**config.mk**
```make
export PLATFORM = sky130hd
export DESIGN_NAME = fbSwapScan
export DESIGN_NICKNAME = d
export VERILOG_FILES = /design/src/rtl/fbSwapPkg.sv /design/src/rtl/fbCountStage.sv /design/src/rtl/fbSwapCtrl.sv /design/src/rtl/fbSwapPath.sv /design/src/rtl/fbSwapScan.sv
export SDC_FILE = /design/constraint.sdc
export NUM_CORES = 1
export LEC_CHECK = 0
export BUFFER_PORTS_ARGS = -buffer_cell sky130_fd_sc_hd__buf_2
export CAP_MARGIN = 0
export CORE_UTILIZATION = 30
export CTS_BUF_LIST = sky130_fd_sc_hd__clkbuf_4 sky130_fd_sc_hd__clkbuf_8
export CTS_CLUSTER_SIZE = 30
export DETAILED_ROUTE_END_ITERATION = 8
export GPL_TIMING_DRIVEN = 0
export HOLD_SLACK_MARGIN = 0.05
export REMOVE_ABC_BUFFERS = 1
export SKIP_CTS_REPAIR_TIMING = 1
export SYNTH_ARGS = -nofsm -noshare
export SYNTH_HDL_FRONTEND = slang
export SYNTH_SLANG_ARGS = --single-unit
```
**constraint.sdc**
```tcl
create_clock -name clk -period 3.25 [get_ports clk]
set_clock_uncertainty 0.2 [all_clocks]
set_input_delay 0.65 -clock clk [delete_from_list [all_inputs] [get_ports clk]]
set_output_delay 0.65 -clock clk [all_outputs]
set_load 0.02 [all_outputs]
```
**src/rtl/fbSwapPkg.sv**
```systemverilog
package fbSwapPkg;

  // Per-cycle commands from the scan control to the pixel datapath.
  typedef struct packed {
    logic loadWord;   // take the prefetched word into the shifter
    logic shiftBit;   // advance the shifter by one pixel
    logic dispSel;    // memory currently on screen
  } fbStrobe_t;

endpackage

```
**src/rtl/fbCountStage.sv**
```systemverilog
// One link of the readout counter chain: counts inc pulses modulo MODULO
// and raises carry on the pulse that wraps it back to zero.
module fbCountStage #(
  parameter int MODULO    = 8,
  parameter int RESET_VAL = 0,
  localparam int W = (MODULO > 1) ? $clog2(MODULO) : 1
) (
  input  logic         clk,
  input  logic         rstN,
  input  logic         inc,
  output logic [W-1:0] value,
  output logic         carry
);

  assign carry = inc && (value == W'(MODULO - 1));

  always_ff @(posedge clk) begin
    if (!rstN) begin
      value <= W'(RESET_VAL);
    end else if (inc) begin
      value <= carry ? '0 : value + W'(1);
    end
  end

endmodule

```
**src/rtl/fbSwapCtrl.sv**
```systemverilog
// Pixel timing, chained address counters, frame marker and memory swap.
module fbSwapCtrl
  import fbSwapPkg::*;
#(
  parameter int COLS   = 32,
  parameter int ROWS   = 8,
  parameter int WORD_W = 8,
  localparam int WPR = COLS / WORD_W,
  localparam int FW  = WPR * ROWS,
  localparam int AW  = (FW > 1) ? $clog2(FW) : 1
) (
  input  logic          clk,
  input  logic          rstN,
  input  logic          hostFrameDone,
  output fbStrobe_t     strobe,
  output logic [AW-1:0] rdAddr,
  output logic          wrapNow,
  output logic          serClk,
  output logic          frameSync
);

  localparam int BW = (WORD_W > 1) ? $clog2(WORD_W) : 1;
  localparam int CW = (WPR > 1) ? $clog2(WPR) : 1;
  localparam int RW = (ROWS > 1) ? $clog2(ROWS) : 1;

  logic          phase;      // 0: low half of a pixel, 1: high half
  logic          running;    // first word has reached the shifter
  logic          pendSwap;   // host completion seen, swap not yet taken
  logic          dispSel;
  logic [BW-1:0] bitIdx;
  logic [CW-1:0] colIdx;
  logic [RW-1:0] rowIdx;
  logic          loadWord;
  logic          colCarry;
  logic          swapNow;

  // The bit stage starts on its last value, so the first high phase after
  // reset loads word 0 instead of shifting out an empty word.
  fbCountStage #(.MODULO(WORD_W), .RESET_VAL(WORD_W - 1)) bitStage (
    .clk(clk), .rstN(rstN), .inc(phase), .value(bitIdx), .carry(loadWord)
  );

  fbCountStage #(.MODULO(WPR), .RESET_VAL(0)) colStage (
    .clk(clk), .rstN(rstN), .inc(loadWord), .value(colIdx), .carry(colCarry)
  );

  fbCountStage #(.MODULO(ROWS), .RESET_VAL(0)) rowStage (
    .clk(clk), .rstN(rstN), .inc(colCarry), .value(rowIdx), .carry(wrapNow)
  );

  assign rdAddr  = AW'(rowIdx) * AW'(WPR) + AW'(colIdx);
  assign swapNow = wrapNow && (pendSwap || hostFrameDone);

  always_ff @(posedge clk) begin
    if (!rstN) begin
      phase     <= 1'b0;
      running   <= 1'b0;
      pendSwap  <= 1'b0;
      dispSel   <= 1'b0;
      frameSync <= 1'b0;
    end else begin
      phase     <= ~phase;
      running   <= running | loadWord;
      frameSync <= loadWord && (rdAddr == '0);
      if (swapNow) begin
        dispSel  <= ~dispSel;
        pendSwap <= 1'b0;
      end else if (hostFrameDone) begin
        pendSwap <= 1'b1;
      end
    end
  end

  assign serClk          = phase && running;
  assign strobe.loadWord = loadWord;
  assign strobe.shiftBit = phase && (bitIdx != BW'(WORD_W - 1));
  assign strobe.dispSel  = dispSel;

endmodule

```
**src/rtl/fbSwapPath.sv**
```systemverilog
// Two frame memories, write steering to the hidden one, read of the shown
// one, and the parallel-to-serial shifter.
module fbSwapPath
  import fbSwapPkg::*;
#(
  parameter int COLS   = 32,
  parameter int ROWS   = 8,
  parameter int WORD_W = 8,
  localparam int WPR = COLS / WORD_W,
  localparam int FW  = WPR * ROWS,
  localparam int AW  = (FW > 1) ? $clog2(FW) : 1
) (
  input  logic              clk,
  input  logic              rstN,
  input  logic [AW-1:0]     hostAddr,
  input  logic [WORD_W-1:0] hostData,
  input  logic              hostWe,
  input  fbStrobe_t         strobe,
  input  logic [AW-1:0]     rdAddr,
  output logic              serData
);

  logic              wrSel;
  logic              addrOk;
  logic [WORD_W-1:0] rdData;
  logic [WORD_W-1:0] shiftReg;

  assign wrSel  = ~strobe.dispSel;
  assign addrOk = (int'(hostAddr) < FW);

  for (genvar b = 0; b < 2; b++) begin : gBank
    logic [WORD_W-1:0] mem [FW];
    logic [WORD_W-1:0] rdWord;

    always_ff @(posedge clk) begin
      if (hostWe && addrOk && (wrSel == 1'(b))) begin
        mem[hostAddr] <= hostData;
      end
      rdWord <= mem[rdAddr];
    end
  end

  assign rdData = strobe.dispSel ? gBank[1].rdWord : gBank[0].rdWord;

  always_ff @(posedge clk) begin
    if (!rstN) begin
      shiftReg <= '0;
    end else if (strobe.loadWord) begin
      shiftReg <= rdData;
    end else if (strobe.shiftBit) begin
      shiftReg <= {shiftReg[WORD_W-2:0], 1'b0};
    end
  end

  assign serData = shiftReg[WORD_W-1];

endmodule

```
**src/rtl/fbSwapScan.sv**
```systemverilog
module fbSwapScan
  import fbSwapPkg::*;
#(
  parameter int COLS   = 32,
  parameter int ROWS   = 8,
  parameter int WORD_W = 8,
  localparam int FW = (COLS / WORD_W) * ROWS,
  localparam int AW = (FW > 1) ? $clog2(FW) : 1
) (
  input  logic              clk,
  input  logic              rstN,
  input  logic [AW-1:0]     hostAddr,
  input  logic [WORD_W-1:0] hostData,
  input  logic              hostWe,
  input  logic              hostFrameDone,
  output logic              serData,
  output logic              serClk,
  output logic              frameSync
);

  fbStrobe_t     ctrlStrobe;
  logic [AW-1:0] rdAddr;
  logic          wrapNow;

  fbSwapCtrl #(.COLS(COLS), .ROWS(ROWS), .WORD_W(WORD_W)) ctrl (
    .clk(clk), .rstN(rstN), .hostFrameDone(hostFrameDone),
    .strobe(ctrlStrobe), .rdAddr(rdAddr), .wrapNow(wrapNow),
    .serClk(serClk), .frameSync(frameSync)
  );

  fbSwapPath #(.COLS(COLS), .ROWS(ROWS), .WORD_W(WORD_W)) path (
    .clk(clk), .rstN(rstN), .hostAddr(hostAddr), .hostData(hostData),
    .hostWe(hostWe), .strobe(ctrlStrobe), .rdAddr(rdAddr), .serData(serData)
  );

endmodule

```
==> results of run 1 <==
[kinds of logic (layout without fill, tap and decap cells)]
logic type	count (synthesis)	in the layout	share of synthesized area, %
flops	549	549	74.24
mux	273	273	12.59
simple gates	227	227	4.865
compound gates	162	162	5.176
buf+inv	84	192	2.680
fa+ha+maj	7	7	0.4035
xor+xnor	1	1	0.04036
other cells	0	3	0
[final cells by class]
| class | instances | area share, % |
|---|---|---|
| clock inverters | 32 | 0.8491 |
| clock buffers | 123 | 6.256 |
| diodes | 3 | 0.03069 |
| inverters | 6 | 0.09207 |
| well taps | 950 | 4.859 |
| flip-flops and latches | 549 | 65.90 |
| repair buffers | 31 | 1.422 |
| multi-input cells | 670 | 20.59 |
[how the worst max path moves through the flow]
stage / from / to / slack (ps) / cells past startpoint
2_1_floorplan: ctrl.colStage.value[0]$_SDFFE_PN0N_ / ctrl.dispSel$_SDFFE_PN0P_ / -7090 / 5
4_1_cts: ctrl.colStage.value[0]$_SDFFE_PN0N_ / path.gBank[1].rdWord[6]$_DFF_P_ / -150 / 8
5_1_grt: ctrl.dispSel$_SDFFE_PN0P_ / path.gBank[0].mem[1][6]$_DFFE_PP_ / 20 / 3
6_report: ctrl.dispSel$_SDFFE_PN0P_ / path.gBank[0].mem[7][6]$_DFFE_PP_ / 160 / 2
3_5_place_dp: ctrl.colStage.value[0]$_SDFFE_PN0N_ / path.gBank[1].rdWord[6]$_DFF_P_ / -140 / 8
3_3_place_gp: ctrl.colStage.value[0]$_SDFFE_PN0N_ / path.gBank[0].rdWord[0]$_DFF_P_ / -10390 / 4
[flip-flops by register name (all words and copies together) (netlist names), 2 cells and up]
signal	cells
path.gBank.mem	512
ctrl.colStage.value	2
ctrl.bitStage.value	3
path.gBank.rdWord	16
path.shiftReg	8
ctrl.rowStage.value	3
[routing by layer]
| metal | share of wire (%) | wire length (um) | global-route usage [%] | up-vias |
|---|---|---|---|---|
| met4 | 2.2 | 1055 | 3.955 | 6 |
| met2 | 47 | 21940 | 20.02 | 297 |
| met5 | 0.079 | 37 | 0 | - |
| met1 | 45 | 21310 | 17.22 | 5601 |
| met3 | 5.9 | 2779 | 3.177 | 91 |
| li1 | - | - | - | 5192 |
[stage by stage]
step,TNS [ps],cells
after CTS,-628.0,2358
after detailed placement,-588.9,2203
after global placement,-242980,2194
after global routing,0,2361
after floorplan,-159280,1225
final,0,2364
[critical path, delay by kind of cell, from the launching register on]
| kind | cells | cell delay [ps] |
|---|---|---|
| and+or+nand+nor | 2 | 1750 |
| DFF | 1 | 740 |
[power groups by stage]
| stage | Clock [W] | Sequential, W | Combinational, W |
|---|---|---|---|
| floorplan | 0 | 0.00808 | 0.000661 |
| global route | 0.00625 | 0.00784 | 0.000886 |
| finish | 0.00581 | 0.00783 | 0.000818 |
| detailed placement | 0 | 0.00800 | 0.000788 |
| CTS | 0.00594 | 0.00785 | 0.000790 |
| global placement | 0 | 0.00813 | 0.00101 |
[cells in the mapped netlist (18+ instances only)]
library cell    n
a22oi_1        64
nand2_1        43
dfxtp_1        37
buf_4          22
mux2i_1       273
nor2_1         78
a22o_1         32
a21oi_1        44
buf_2          24
nor3_1         18
nand3_1        39
edfxtp_1      512
==> reports/metrics.csv, run 1 <==
stage;metric;value;unit
placed_design;place.port_buffers;19;
power_and_ir_drop;seq_power_share;54.2;%
placed_design;globalplace.congestion;0.7655;
detailed_routing;remaining_drc_errors;0;
timing;finalHoldWorstSlack;117.5;ps
min_path;hold_path_end;ctrl.pendSwap$_SDFFE_PP0P_;
finish;drive_above_1_share;12.26;%
synthesis;ys.flop_type;edfxtp_1;
global_routing;total_grt_usage;12.74;%
min_path;hold_path_depth;3;
global_routing;first_global_vias;11561;
clock_tree;worstSkewPairLatency;670;ps
placed_design;detailed_place_hpwl;26.43;mm
detailed_routing;drt_iter0_markers;853;
timing;setup_viol_count_final;0;
global_routing;first_pass_grt_wire_length;69.90;mm
worst_setup_path;path_cells;nand4_1 > nor2_1;
synthesis;synth_top_area_share;70.83;%
worst_setup_path;rr_worst_depth;2;
floorplanning;std_cell_rows;98;
min_path;holdCritStartpoint;hostFrameDone;
floorplanning;die_area;73430;um^2
finish;utilization;34.22;%
power_and_ir_drop;cell_internal_pwr;0.01130;W
clock_tree;cts_htree_levels;3;
detailed_routing;routedWlPerCell;19.93;um
timing;period_needed;3086;ps
synthesis;postSynth.asyncResetShare;0;%
worst_setup_path;timing.critical_path.slowest_cell_delay;890;ps
synthesis;avgSynthCellArea;16.66;um^2
power_and_ir_drop;netSwitchingFraction;21.86;%
worst_setup_path;critical-path-slowest-cell;nor2_1;
synthesis;synth_top_cells_by_area;edfxtp_1, mux2i_1, dfxtp_1, a22oi_1, nor2_1;
detailed_routing;via_per_inst;4.732;
worst_setup_path;critical_path_arrival;3140;ps
detailed_routing;via_count;11187;
worst_setup_path;crit_path_max_fanout;14;
global_routing;global_route.overflow_total;0;
synthesis;mappedNetlistArea;21710;um^2
synthesis;postSynthCellCount;1303;
floorplanning;boundaryPins;20;
worst_setup_path;crit-reg2reg-launch;ctrl.dispSel$_SDFFE_PN0P_;
power_and_ir_drop;cellPowerDensity;591.4;nW/um^2
global_routing;pin_count_of_the_biggest_net_entering_global_routing;65;
worst_setup_path;path_class;flop to flop;
synthesis;postSynthRegisterBits;549;
clock_tree;clock-root-buffer;clkbuf_8;
floorplanning;initial_core_util;30.36;%
finish;final_nets;1369;
synthesis;number_of_enable_type_register_cells_in_the_synthesized_netlist;512;
power_and_ir_drop;clkPwrFrac;40.2;%
synthesis;synth.distinct_cells;39;
floorplanning;chipWidth;271.0;um
timing;worst_pin_slew;1383;ps
placed_design;pre_cts_ws;-141.6;ps
power_and_ir_drop;finalPower;0.01447;W
timing;final_slew_viol_count;0;
detailed_routing;wirelength;47.12;mm
timing;rsz_0062_raised_after_global_routing;false;
timing;setup_slack;164.0;ps
detailed_routing;detailedRoute.firstPassIterationCount;5;
finish;area_of_combinational_cells_with_multiple_inputs;5037;um^2
worst_setup_path;timing.rr.end;path.gBank[0].mem[7][6]$_DFFE_PP_;
run;max_cap_violations;0;
clock_tree;cts_buffers;87;
clock_tree;cts_buffer_depth;3;
worst_setup_path;timing.critical_path.required;3300;ps
worst_setup_path;critPathCaptureType;flop;
finish;post-route-cell-area;24460;um^2
floorplanning;coreArea;71490;um^2
clock_tree;cts.clk_slew.worst_paths;60;ps
worst_setup_path;r2r_slack;160;ps
clock_tree;clock_sink_count;549;
finish;layout_commonest_cell;edfxtp_1;
synthesis;synth_top_cell_by_area;edfxtp_1;
detailed_routing;ant_nets;0;
synthesis;ys_warn_count;0;
timing;max_freq;324.0;MHz
min_path;class_of_the_worst_hold_path;input pin to flop;
timing;timing.slew.headroom;7.780;%
clock_tree;clock_tree_from_tritoncts;done;
power_and_ir_drop;leakagePower;7.503;nW
global_routing;grt_antenna_before_repair;3;
placed_design;detailed_place.area;22670;um^2
timing;hold_violations;0;
power_and_ir_drop;vdd_ir_drop_max;0.0002607;V
floorplanning;die_h;271.0;um
finish;layout-area-overhead-vs-synth;12.69;%
finish;layout.filler_cells;6728;
finish;layout.area.seq;16120;um^2
worst_setup_path;cp-start-kind;flop;
timing;final_min_period_over_clock_period;94.95;%
power_and_ir_drop;pwr-share-comb;5.7;%
run_status;outcome;finished, final reports clean;
finish;mostFrequentLayoutCells;edfxtp_1, mux2i_1, clkbuf_8;
synthesis;synth.yosys.seq_area_share;74.24;%
power_and_ir_drop;p_sw;0.003163;W
No activity file was read; power rests on OpenSTA's default activity.
==> run 2, diff against run 1 <==
Settings changed: CORE_UTILIZATION 30 to 42.
==> run 2 against run 1 <==
Against the previous run:
- final cell count shrank 12%
- die area shrank 28%
- sequential cell count is the same
- largest cell class unchanged
- power is essentially flat
- highest routed layer is now met4
==> reports/metrics.csv, run 2 (synthesis results as in run 1) <==
stage;metric;value;unit;change
finish;layout_commonest_cell;edfxtp_1;;
clock_tree;worstSkewPairLatency;650;ps;-20 ps
global_routing;global_route.overflow_total;0;;unchanged
placed_design;detailed_place_hpwl;25.74;mm;-2.6%
power_and_ir_drop;finalPower;0.01446;W;about the same
detailed_routing;via_count;11116;;-0.63%
worst_setup_path;critical_path_arrival;3090;ps;-50 ps
timing;finalHoldWorstSlack;116.9;ps;-0.5930 ps
worst_setup_path;crit_path_max_fanout;14;;unchanged
global_routing;total_grt_usage;17.88;%;+5.1 points
min_path;class_of_the_worst_hold_path;input pin to flop;;
floorplanning;std_cell_rows;82;;-16%
placed_design;globalplace.congestion;0.8101;;+5.8%
finish;insertedDiodeCount;0;;-3
worst_setup_path;critPathCaptureType;flop;;
finish;area_of_combinational_cells_with_multiple_inputs;5031;um^2;-0.12%
timing;timing.slew.headroom;8.859;%;+1.1 points
worst_setup_path;path_class;flop to flop;;
run;max_cap_violations;0;;unchanged
floorplanning;initial_core_util;42.91;%;+13 points
power_and_ir_drop;vdd_ir_drop_max;0.0003005;V;+15%
detailed_routing;remaining_drc_errors;0;;unchanged
floorplanning;coreArea;50580;um^2;-29%
finish;largest_registers;path.gBank.mem x512, path.gBank.rdWord x16, path.shiftReg x8;;
finish;layout-area-overhead-vs-synth;11.09;%;
timing;hold_violations;0;;unchanged
finish;drive_above_1_share;12.42;%;+0.16 points
detailed_routing;routedWlPerCell;22.30;um;+12%
timing;rsz_0062_raised_after_global_routing;false;;
placed_design;placed_cells_incl_taps;1926;;-13%
worst_setup_path;timing.critical_path.required;3310;ps;about the same
clock_tree;cts_buffer_depth;3;;unchanged
placed_design;place.port_buffers;19;;unchanged
timing;tns;0;ps;unchanged
clock_tree;cts_htree_levels;3;;unchanged
finish;regMostFlops;path.gBank.mem;;
global_routing;first_pass_grt_wire_length;69.65;mm;-0.36%
finish;mostFrequentLayoutCells;edfxtp_1, mux2i_1, clkbuf_8;;
clock_tree;cts_buffers;87;;unchanged
timing;period_needed;3035;ps;-50.75 ps
timing;max_freq;329.5;MHz;+1.7%
detailed_routing;wirelength;46.41;mm;-1.5%
worst_setup_path;r2r_slack;210;ps;+50 ps
finish;layoutNonFillerInstCount;2081;;-12%
floorplanning;die_area;52590;um^2;-28%
finish;layout.area.seq;16120;um^2;unchanged
detailed_routing;detailedRoute.firstPassIterationCount;5;;unchanged
finish;layout.filler_cells;4296;;-36%
detailed_routing;drt_iter0_markers;909;;+6.6%
timing;worst_pin_slew;1367;ps;-16.18 ps
clock_tree;clock_tree_from_tritoncts;done;;
clock_tree;cts.clk_slew.worst_paths;60;ps;about the same
power_and_ir_drop;cellPowerDensity;599.5;nW/um^2;+1.4%
finish;largest_reg_flops;512;;unchanged
floorplanning;boundaryPins;20;;unchanged
power_and_ir_drop;leakagePower;7.505;nW;about the same
timing;setup_viol_count_final;0;;unchanged
floorplanning;die_h;229.3;um;-15%
timing;final_min_period_over_clock_period;93.39;%;-1.6 points
detailed_routing;ant_nets;0;;unchanged
detailed_routing;via_per_inst;5.342;;+13%
run_status;outcome;finished, final reports clean;;
clock_tree;clock_sink_count;549;;unchanged
floorplanning;chipWidth;229.3;um;-15%
timing;final_slew_viol_count;0;;unchanged
worst_setup_path;cp-start-kind;flop;;
global_routing;first_global_vias;11406;;-1.3%
clock_tree;clock-root-buffer;clkbuf_8;;
finish;final_nets;1368;;-0.073%
global_routing;grt_antenna_before_repair;0;;-3
global_routing;pin_count_of_the_biggest_net_entering_global_routing;65;;unchanged
## run 2: changes by cell type in the layout (fill, tap and decap cells not counted), moves of 2 or more
cell      previous run  this run
clkbuf_8            97       102
clkinv_1            20        15
diode_2              3         0
clkinv_2             5         7
inv_8                2         0
## run 2: final timing paths
check                            start                                 end  cells after the start
max          ctrl.dispSel$_SDFFE_PN0P_  path.gBank[0].mem[23][5]$_DFFE_PP_                      2
min                      hostFrameDone          ctrl.pendSwap$_SDFFE_PP0P_                      3
max reg2reg  ctrl.dispSel$_SDFFE_PN0P_  path.gBank[0].mem[23][5]$_DFFE_PP_                      2
min reg2reg    ctrl.running$_SDFF_PN0_             ctrl.running$_SDFF_PN0_                      2
## run 2: where the power goes
part           switching (W)  internal [W]
clock                0.00260       0.00322
sequential         0.0000468       0.00780
combinational       0.000493      0.000302
total                0.00314        0.0113
## run 2: per-stage QoR
stage	setup slack, ps	cell area [um^2]	util, %
2_1_floorplan	-7095	21150	-
3_3_place_gp	-10690	22080	43.66
3_5_place_dp	157.6	22350	44.18
4_1_cts	235.1	24090	47.63
5_1_grt	44.53	24110	47.67
6_report	214.7	24110	47.67
## run 2: worst max-delay path, stage by stage, from the launching register on
cell	delay, ps
dfxtp_1	730
nand4_1	830
nor2_1	900
## run 2: layout make-up
type	count	area share, %
clock buffer	128	6.631
timing repair buffer	30	1.474
multi-input combinational	670	20.86
tap	672	3.487
sequential	549	66.85
clock inverter	26	0.6019
inverter	6	0.09340
## run 2: per-layer routing
layer	wire, um	track usage (%)	share of wire (%)	vias up
li1	-	-	-	5187
met2	21840	28.13	47	280
met4	835	4.896	1.8	0
met5	0	0	0	-
met3	2519	4.034	5.4	75
met1	21220	24.96	46	5574
==> run 3, diff against run 2 <==
Clock period 3.25 ns to 2.65 ns, I/O delays scaled along.
==> run 3 against run 2 <==
Against the previous run:
- sequential cell count unchanged
- critical path type unchanged
- via count up 1.1%
- core utilization up 0.58 points
- cell area grew 1.2%
- combinational power is 32% higher
- clock power rose by 23%
- wire length up 2.5%
- largest power group unchanged
- sequential power rose by 22%
==> reports/metrics.csv, run 3 (synthesis results as in run 1) <==
stage;metric;value;unit;change
timing;timing.slew.headroom;7.431;%;-1.4 points
timing;worst_pin_slew;1389;ps;+21.41 ps
worst_setup_path;cp-start-kind;flop;;
min_path;holdCritStartpoint;ctrl.running$_SDFF_PN0_;;
finish;largest_reg_flops;512;;unchanged
timing;hold_violations;0;;unchanged
clock_tree;clock_tree_from_tritoncts;done;;
placed_design;detailed_place.area;22350;um^2;unchanged
timing;setup_viol_count_final;0;;unchanged
detailed_routing;detailedRoute.firstPassIterationCount;7;;+2
global_routing;global_route.overflow_total;0;;unchanged
finish;layout-area-overhead-vs-synth;12.45;%;
worst_setup_path;endpoint;path.gBank[1].mem[31][3]$_DFFE_PP_;;
clock_tree;clock_sink_count;549;;unchanged
finish;layout.filler_cells;4274;;-0.51%
worst_setup_path;r2r_slack;2;ps;-210 ps
timing;period_needed;2648;ps;-387.7 ps
clock_tree;cts_htree_levels;3;;unchanged
worst_setup_path;critPathCaptureType;flop;;
power_and_ir_drop;leakagePower;7.596;nW;+1.2%
power_and_ir_drop;vdd_ir_drop_max;0.0003696;V;+23%
floorplanning;die_h;229.3;um;unchanged
detailed_routing;via_per_inst;5.360;;+0.34%
worst_setup_path;timing.critical_path.required;2720;ps;-590 ps
global_routing;grt_antenna_before_repair;0;;unchanged
global_routing;pin_count_of_the_biggest_net_entering_global_routing;65;;unchanged
global_routing;first_global_vias;11406;;unchanged
finish;insertedDiodeCount;0;;unchanged
finish;regMostFlops;path.gBank.mem;;
clock_tree;cts.clk_slew.worst_paths;60;ps;about the same
finish;utilization;48.26;%;+0.58 points
finish;drive_above_1_share;16.00;%;+3.6 points
finish;layout_commonest_cell;edfxtp_1;;
detailed_routing;routedWlPerCell;22.69;um;+1.8%
worst_setup_path;rr_worst_depth;3;;+1
finish;post-route-cell-area;24410;um^2;+1.2%
worst_setup_path;timing.rr.end;path.gBank[1].mem[31][3]$_DFFE_PP_;;
detailed_routing;remaining_drc_errors;0;;unchanged
run_status;outcome;finished, final reports clean;;
floorplanning;chipWidth;229.3;um;unchanged
worst_setup_path;critical_path_arrival;2720;ps;-370 ps
global_routing;total_grt_usage;17.88;%;unchanged
detailed_routing;drt_iter0_markers;979;;+7.7%
placed_design;detailed_place_hpwl;25.74;mm;unchanged
worst_setup_path;path_class;flop to flop;;
power_and_ir_drop;cellPowerDensity;729.0;nW/um^2;+22%
finish;mostFrequentLayoutCells;edfxtp_1, mux2i_1, clkbuf_8;;
floorplanning;die_area;52590;um^2;unchanged
global_routing;first_pass_grt_wire_length;69.65;mm;unchanged
run;max_cap_violations;0;;unchanged
min_path;class_of_the_worst_hold_path;flop to flop;;
placed_design;place.port_buffers;19;;unchanged
floorplanning;coreArea;50580;um^2;unchanged
placed_design;placed_cells_incl_taps;1926;;unchanged
worst_setup_path;setup.worst_path.start;ctrl.dispSel$_SDFFE_PN0P_;;
floorplanning;initial_core_util;42.91;%;unchanged
floorplanning;boundaryPins;20;;unchanged
detailed_routing;via_count;11240;;+1.1%
timing;max_freq;377.7;MHz;+15%
worst_setup_path;crit_path_max_fanout;14;;unchanged
clock_tree;cts_buffer_depth;3;;unchanged
finish;layoutNonFillerInstCount;2097;;+0.77%
detailed_routing;ant_nets;0;;unchanged
finish;final_nets;1384;;+1.2%
detailed_routing;wirelength;47.59;mm;+2.5%
timing;final_min_period_over_clock_period;99.91;%;+6.5 points
finish;largest_registers;path.gBank.mem x512, path.gBank.rdWord x16, path.shiftReg x8;;
timing;rsz_0062_raised_after_global_routing;true;;
power_and_ir_drop;finalPower;0.01779;W;+23%
floorplanning;std_cell_rows;82;;unchanged
worst_setup_path;crit-reg2reg-launch;ctrl.dispSel$_SDFFE_PN0P_;;
timing;final_slew_viol_count;0;;unchanged
placed_design;globalplace.congestion;0.8101;;unchanged
clock_tree;cts_buffers;87;;unchanged
clock_tree;worstSkewPairLatency;650;ps;about the same
timing;finalHoldWorstSlack;294.8;ps;+177.8 ps
clock_tree;clock-root-buffer;clkbuf_8;;
==> run 3: per-layer routing <==
| layer | global-route usage (%) | vias up | part of all wire [%] |
|---|---|---|---|
| li1 | - | 5225 | - |
| met1 | 24.96 | 5634 | 46 |
| met2 | 28.13 | 302 | 47 |
| met3 | 4.034 | 79 | 5.2 |
| met4 | 4.896 | 0 | 1.8 |
| met5 | 0 | - | 0 |
==> run 3: final cells by class <==
cell class	instances	area (um^2)	area share [%]
inverters	6	22.52	0.09227
well taps	672	840.8	3.445
repair buffers	44	533.0	2.184
flip-flops and latches	549	16120	66.06
multi-input cells	672	5144	21.07
clock buffers	128	1599	6.551
clock inverters	26	145.1	0.5946
==> run 3: critical path: stages, from the launching register on <==
cell and delay [ps]:
dfxtp_2 430, nor2b_1 200, nand3_1 570, nor2_1 880
==> run 3: how the worst min path moves through the flow <==
| stage | endpoint | slack, ps | depth (start not counted) |
|---|---|---|---|
| 2_1_floorplan | ctrl.bitStage.value[1]$_SDFFE_PN1P_ | 240 | 2 |
| 3_3_place_gp | ctrl.bitStage.value[1]$_SDFFE_PN1P_ | 260 | 2 |
| 3_5_place_dp | ctrl.running$_SDFF_PN0_ | 290 | 2 |
| 4_1_cts | ctrl.pendSwap$_SDFFE_PP0P_ | -60 | 3 |
| 5_1_grt | path.gBank[1].mem[3][4]$_DFFE_PP_ | 310 | 1 |
| 6_report | ctrl.running$_SDFF_PN0_ | 290 | 2 |
==> run 3: stage by stage <==
step | TNS, ps | setup WS, ps
5_1_grt | -4787 | -131.2
2_1_floorplan | -173680 | -7695
6_report | 0 | 2.417
4_1_cts | -57190 | -364.9
3_3_place_gp | -329570 | -11290
3_5_place_dp | -73750 | -355.5
==> run 3: power by group <==
group / internal, W / leakage (nW) / switching [W]
Clock: 0.00395 / 0.923 / 0.00319
Sequential: 0.00957 / 4.92 / 0.0000412
Combinational: 0.000400 / 1.76 / 0.000646
Total: 0.0139 / 7.60 / 0.00388
